<file path="src/rtl/bscan_pkg.sv">
package bscan_pkg;
  localparam int IR_W = 3;
  localparam logic [IR_W-1:0] IR_EXTEST = 3'b000;
  localparam logic [IR_W-1:0] IR_HIZ    = 3'b010;
  localparam logic [IR_W-1:0] IR_SAMPLE = 3'b100;
  localparam logic [IR_W-1:0] IR_BYPASS = 3'b111;

  typedef enum logic [1:0] {
    MODE_BYPASS = 2'd0,
    MODE_SAMPLE = 2'd1,
    MODE_HIZ    = 2'd2,
    MODE_EXTEST = 2'd3
  } bs_mode_e;

  function automatic bs_mode_e decode_ir(logic [IR_W-1:0] ir);
    case (ir)
      IR_EXTEST: return MODE_EXTEST;
      IR_HIZ:    return MODE_HIZ;
      IR_SAMPLE: return MODE_SAMPLE;
      default:   return MODE_BYPASS; // bypass code and reserved codes
    endcase
  endfunction
endpackage

</file>
<file path="src/rtl/bscan_mode.sv">
module bscan_mode
  import bscan_pkg::*;
(
  input  logic            tck_i,
  input  logic            rst_ni,
  input  logic            tlr_i,
  input  logic            update_ir_i,
  input  logic [IR_W-1:0] ir_i,
  output bs_mode_e        mode_o
);
  bs_mode_e mode_q;

  always_ff @(posedge tck_i or negedge rst_ni) begin
    if (!rst_ni)          mode_q <= MODE_BYPASS;
    else if (tlr_i)       mode_q <= MODE_BYPASS;
    else if (update_ir_i) mode_q <= decode_ir(ir_i);
  end

  assign mode_o = mode_q;


  mode_hold_chk: assert property (@(posedge tck_i) disable iff (!rst_ni)
    (!update_ir_i && !tlr_i) |=> $stable(mode_q));

  tlr_mode_chk: assert property (@(posedge tck_i) disable iff (!rst_ni)
    tlr_i |=> (mode_q == MODE_BYPASS));
endmodule

</file>
<file path="src/rtl/bscan_bsr.sv">
module bscan_bsr #(
  parameter int BSR_LEN = 109,
  parameter int OE_BIT  = 108
) (
  input  logic               tck_i,
  input  logic               rst_ni,
  input  logic               tlr_i,
  input  logic               capture_i,
  input  logic               shift_i,
  input  logic               update_i,
  input  logic               tdi_i,
  input  logic [BSR_LEN-1:0] pins_i,
  output logic               so_o,
  output logic [BSR_LEN-1:0] upd_o
);
  logic [BSR_LEN-1:0] sh_q;
  logic [BSR_LEN-1:0] upd_q;

  always_ff @(posedge tck_i or negedge rst_ni) begin
    if (!rst_ni)        sh_q <= '0;
    else if (capture_i) sh_q <= pins_i;
    else if (shift_i)   sh_q <= {tdi_i, sh_q[BSR_LEN-1:1]};
  end

  for (genvar i = 0; i < BSR_LEN; i++) begin : g_upd
    if (i == OE_BIT) begin : g_oe
      // output-bus enable cell: set on reset and in Test-Logic-Reset
      always_ff @(posedge tck_i or negedge rst_ni) begin
        if (!rst_ni)       upd_q[i] <= 1'b1;
        else if (tlr_i)    upd_q[i] <= 1'b1;
        else if (update_i) upd_q[i] <= sh_q[i];
      end
    end else begin : g_data
      always_ff @(posedge tck_i or negedge rst_ni) begin
        if (!rst_ni)       upd_q[i] <= 1'b0;
        else if (update_i) upd_q[i] <= sh_q[i];
      end
    end
  end

  assign so_o  = sh_q[0];
  assign upd_o = upd_q;


  shift_chk: assert property (@(posedge tck_i) disable iff (!rst_ni)
    (shift_i && !capture_i) |=> (sh_q == {$past(tdi_i), $past(sh_q[BSR_LEN-1:1])}));

  upd_hold_chk: assert property (@(posedge tck_i) disable iff (!rst_ni)
    (!update_i && !tlr_i) |=> $stable(upd_q));

  tlr_oe_chk: assert property (@(posedge tck_i) disable iff (!rst_ni)
    tlr_i |=> upd_q[OE_BIT]);
endmodule

</file>
<file path="src/rtl/bscan_bypass.sv">
module bscan_bypass (
  input  logic tck_i,
  input  logic rst_ni,
  input  logic capture_i,
  input  logic shift_i,
  input  logic tdi_i,
  output logic byp_o
);
  logic byp_q;

  always_ff @(posedge tck_i or negedge rst_ni) begin
    if (!rst_ni)        byp_q <= 1'b0;
    else if (capture_i) byp_q <= 1'b0;
    else if (shift_i)   byp_q <= tdi_i;
  end

  assign byp_o = byp_q;


  byp_cap_chk: assert property (@(posedge tck_i) disable iff (!rst_ni)
    capture_i |=> !byp_q);
endmodule

</file>
<file path="src/rtl/bscan_path.sv">
module bscan_path
  import bscan_pkg::*;
#(
  parameter int BSR_LEN = 109,
  parameter int OE_BIT  = 108
) (
  input  logic               tck_i,
  input  logic               rst_ni,
  input  logic               tlr_i,
  input  logic               capture_dr_i,
  input  logic               shift_dr_i,
  input  logic               update_dr_i,
  input  logic               update_ir_i,
  input  logic               tdi_i,
  input  logic [IR_W-1:0]    ir_i,
  input  logic [BSR_LEN-1:0] pins_i,
  output logic               tdo_o,
  output logic               byp_o,
  output logic [BSR_LEN-1:0] pins_o,
  output logic               ext_mode_o,
  output logic               out_en_o
);
  bs_mode_e mode;
  logic     sel_bsr;
  logic     bsr_so;
  logic     tdo_q;

  bscan_mode i_mode (
    .tck_i, .rst_ni, .tlr_i, .update_ir_i, .ir_i,
    .mode_o (mode)
  );

  assign sel_bsr = (mode != MODE_BYPASS);

  bscan_bsr #(.BSR_LEN(BSR_LEN), .OE_BIT(OE_BIT)) i_bsr (
    .tck_i, .rst_ni, .tlr_i,
    .capture_i (capture_dr_i && sel_bsr),
    .shift_i   (shift_dr_i && sel_bsr),
    .update_i  (update_dr_i && sel_bsr),
    .tdi_i,
    .pins_i,
    .so_o      (bsr_so),
    .upd_o     (pins_o)
  );

  bscan_bypass i_byp (
    .tck_i, .rst_ni,
    .capture_i (capture_dr_i && !sel_bsr),
    .shift_i   (shift_dr_i && !sel_bsr),
    .tdi_i,
    .byp_o
  );

  // serial output re-timed on the falling edge
  always_ff @(negedge tck_i or negedge rst_ni) begin
    if (!rst_ni) tdo_q <= 1'b0;
    else         tdo_q <= sel_bsr ? bsr_so : byp_o;
  end

  assign tdo_o      = tdo_q;
  assign ext_mode_o = (mode == MODE_EXTEST);
  assign out_en_o   = (mode == MODE_HIZ)    ? 1'b0 :
                      (mode == MODE_EXTEST) ? pins_o[OE_BIT] : 1'b1;


  hiz_update_chk: assert property (@(posedge tck_i) disable iff (!rst_ni)
    (update_ir_i && !tlr_i && ir_i == IR_HIZ) |=> !out_en_o);

  extest_enter_chk: assert property (@(posedge tck_i) disable iff (!rst_ni)
    (update_ir_i && !tlr_i && ir_i == IR_EXTEST) |=> (ext_mode_o && out_en_o == pins_o[OE_BIT]));
endmodule

</file>
<file path="config.mk">
export PLATFORM = sky130hd
export DESIGN_NAME = bscan_path
export DESIGN_NICKNAME = d
export VERILOG_FILES = /design/src/rtl/bscan_pkg.sv /design/src/rtl/bscan_mode.sv /design/src/rtl/bscan_bsr.sv /design/src/rtl/bscan_bypass.sv /design/src/rtl/bscan_path.sv
export SDC_FILE = /design/constraint.sdc
export NUM_CORES = 1
export LEC_CHECK = 0
export CAP_MARGIN = 20
export CORE_ASPECT_RATIO = 2
export CORE_MARGIN = 5
export CORE_UTILIZATION = 28
export CTS_BUF_LIST = sky130_fd_sc_hd__clkbuf_16
export DETAILED_ROUTE_END_ITERATION = 10
export PLACE_DENSITY = 0.58
export SLEW_MARGIN = 20
export SYNTH_ARGS = -nofsm -noshare
export SYNTH_HDL_FRONTEND = slang
export SYNTH_SLANG_ARGS = --single-unit
</file>
<file path="constraint.sdc">
create_clock -name tck_i -period 3.38 [get_ports tck_i]
set_input_delay 0.338 -clock tck_i [delete_from_list [all_inputs] [get_ports tck_i]]
set_output_delay 0.338 -clock tck_i [all_outputs]
set_load 0.01 [all_outputs]
</file>
==> summary.md <==
| Metric | Value |
|---|---|
| Maximum number of pins on one net before global-route repair | `112` |
| Drt wl/cell | `19.8 um` |
| Remaining Overflow, GRT | `0` |
| Pre-antenna DRT Iters | `4` |
| Final routed DRC violation total | `0` |
| Total number of yosys warnings | `0` |
| Buffering stage count on the worst path with inverters included | `1` |
| Number of max-cap violations | `0` |
| Worst reg2reg setup slack | `0.69 ns` |
| Kind of path behind the tightest hold check | `in2async` |
| Area fraction in and, or, nand and nor cells after synthesis | `0.780%` |
| Crit end category | `output port` |
| Cell-internal power | `7.69 mW` |
| RR Startpoint | `i_mode.mode_o[1]$_DFFE_PN0P_` |
| Worst slack, placed | `0.457 ns` |
| Avg Vias per Cell | `4.46` |
| Aggregate negative setup slack | `0 ns` |
| NetSw | `3.15 mW` |
| Total vias in the final route | `5,774` |
| Data required time of the critical path | `3.04 ns` |
| Largest family of logic cells by synthesized area | `multiplexers` |
| Number of buffer cells added on primary ports | `232` |
| Final-report hold violation count | `0` |
| Storage cell area | `5560 sq um` |
| Die Ht | `272 um` |
| H-tree depth | `1` |
| Critical path launch point type | `flop` |
| Post-synthesis sequential area ratio | `57.7%` |
| Worst setup path category | `reg2out` |
| Clock Sinks | `222` |
| Final WS setup | `0.197 ns` |
| Fraction of power consumed by combinational cells | `34.7%` |
| Fraction of final layout cells sized beyond drive strength 1 | `44.1%` |
| Worst-path cell chain | `dlygate4sd2_1` |
| Highest net fanout along the worst path | `1` |
| Share of cell area taken by muxes after synthesis | `38.7%` |
| Data arrival time of the critical path | `2.84 ns` |
| Critical Path Max Stage Delay | `0.38 ns` |
| Actual slew at the worst max-slew pin | `0.834 ns` |
| Clk network pwr share | `20.8%` |
| Adder-cell share of the synthesized area | `0%` |
| Starting utilization of the core area | `28.2%` |
| Pwr per Cell Area | `826 nW/um^2` |
| Total routed wirelength | `25,600 um` |
| DR iter-0 viols | `115` |
| Multi-input gate area | `3860 sq um` |
| Number of nets in the final layout | `959` |
| Clock tree from TritonCTS | `built` |
| Terminus of the critical flop-to-flop path | `tdo_o$_DFF_NN0_` |
| Count of nets left with antenna violations after detail routing | `0` |
| Netlist area before placement | `9630 sq um` |
| Area overhead of the layout relative to synthesis | `36.3%` |
| GPL Wtd Cong | `0.762` |
| Clock root cell | `clkbuf_16` |
| Aggregate global-route resource usage | `13.2%` |
| Switching share of power | `29.0%` |
| Rows | `96` |
| Max Clock Skew | `0.0116 ns` |
| Post-synthesis cell count | `605` |
| Top-Level Pins | `233` |
| Largest vdd supply drop | `406 uV` |
| Total power draw | `10.8 mW` |
| Final max-slew violation count | `0` |
| Number of antenna violations at the first check in global routing | `3` |
| Worst slew margin | `44.4%` |
| Cell type of the slowest stage on the worst timing path | `dfrtn_1` |
| Setup repair after global routing missed its margin | `false` |
| Core Footprint | `34,100 sq um` |
| Cell family contributing the most delay on the critical path | `flip-flops` |
| Total CTS buffers | `23` |
| Relative contribution of sequential cells to total power | `44.5%` |
| Die boundary width | `141 um` |
| Static Leakage | `5.44 nW` |
| Run status | `complete, no violations` |
| Post-CTS setup buffer count | `0` |
| Via count of the first global-routing pass | `6,489` |
| Clock Latency Late Sink | `0.52 ns` |
| Post-detailed-placement half-perimeter wirelength | `17,900 um` |
| Netlist cell types | `23` |
| Final std cell area, no fill | `13,100 sq um` |
| Area post-placement | `12,400 sq um` |
| Number of flip-flops and latches in the synthesized netlist | `222` |
| Setup Viol. Count Final | `0` |
| Worst r2r path cells | `2` |
| First-pass GRT wire length | `39,500 um` |
| Post-synthesis compound-gate area fraction | `0.494%` |
| Area of the die | `38,400 sq um` |
| Filler-free cell count of the finished design | `1,294` |
| Fill count | `3,302` |
| Parity-gate share of the synthesized area counting xor and xnor cells | `0%` |
| Post-Syn Nets | `725` |
| Longest Clk Path Bufs | `3` |
| Number of cells after detailed placement | `1,253` |
| Mean Syn Cell Area | `15.9 sq um` |
| Clock-pin transition on the worst setup and hold timing paths | `0.06 ns` |
## cell families after synthesis
group,count (synthesis)
muxes,328
buffers and inverters,37
AOI/OAI and AO/OA,6
and+or+nand+nor,12
DFF,222
## synth_stat cells
master      n  share of area, %
a21oi_1     2              0.10
and2_1      1             0.065
buf_1       2             0.078
buf_2      29               1.5
buf_4       2              0.16
buf_6       3              0.35
buf_8       1              0.16
dfrtn_1     1              0.26
dfrtp_1   220                57
dfstp_2     1              0.27
mux2_1      1              0.12
mux2_2    316                37
mux2_4     10               1.6
mux2i_1     1              0.10
nand2_1     2             0.078
nand2b_1    2              0.13
nor2_1      3              0.12
o211ai_1    1             0.078
o21ai_0     1             0.052
o21ai_4     1              0.17
o22a_1      1             0.091
or3b_2      3              0.27
or4bb_1     1              0.12
## cell usage in the layout (no fill, tap or decap), types with 2 or more instances in the layout
cell type        count
mux2_2             316
clkdlybuf4s50_1    229
dfrtp_1            220
clkbuf_16           23
mux2_4              10
buf_4                8
clkinv_2             5
clkinv_1             5
buf_12               5
diode_2              3
nor2_1               3
or3b_2               3
inv_1                3
nand2_1              2
nand2b_1             2
a21oi_1              2
## stage by stage
stage | hold slack (ns) | utilization, %
6_report | 0.332 | 38.5
3_5_place_dp | 0.274 | 36.5
4_1_cts | 0.319 | 38.4
2_1_floorplan | 0.0424 | -
3_3_place_gp | 0.273 | 36.5
5_1_grt | 0.354 | 38.5
## repair_timing
action | 4_1_cts | 5_1_grt
setup endpoints to repair | 1 | 0
hold buffers | 1 | 0
hold endpoints to repair | 43 | 0
gates resized for setup | 1 | 0
## worst max path at each step
| stage | to | depth (start not counted) | start |
|---|---|---|---|
| after global routing | tdo_o | 1 | tdo_o$_DFF_NN0_ |
| after global placement | tdo_o | 1 | tdo_o$_DFF_NN0_ |
| final | tdo_o | 1 | tdo_o$_DFF_NN0_ |
| after CTS | tdo_o | 1 | tdo_o$_DFF_NN0_ |
| after floorplan | tdo_o$_DFF_NN0_ | 3 | i_mode.mode_o[1]$_DFFE_PN0P_ |
| after detailed placement | tdo_o | 1 | tdo_o$_DFF_NN0_ |
## power by group through the flow
stage | clock, mW | combinational, mW | sequential (mW)
after floorplan | 0 | 1.65 | 4.92
after global placement | 0 | 3.77 | 4.86
after detailed placement | 0 | 3.84 | 4.90
after CTS | 2.36 | 3.85 | 4.86
after global routing | 2.45 | 4.04 | 5.03
final | 2.25 | 3.76 | 4.82
## sequential cells by signal, indices dropped and copies added, names as in the netlist
register       count
i_mode.mode_o      2
i_bsr.sh_q       109
i_bsr.upd_o      109
i_byp.byp_o        1
tdo_o              1
## final cells by class
cell class,count,area share (%)
clock buffer,23,4.39
clock inverter,13,0.420
tap,441,4.21
timing repair buffer,246,19.2
antenna,3,0.0572
multi-input combinational,346,29.4
sequential,222,42.3
## layer usage
layer	part of all wire, %	up-vias	GRT usage (%)
met5	0	-	0
met2	57	147	25.2
li1	-	2642	-
met3	5.5	33	2.93
met4	3.5	0	6.28
met1	34	2952	13.3
Note: power is estimated with default switching activity, not from simulation.
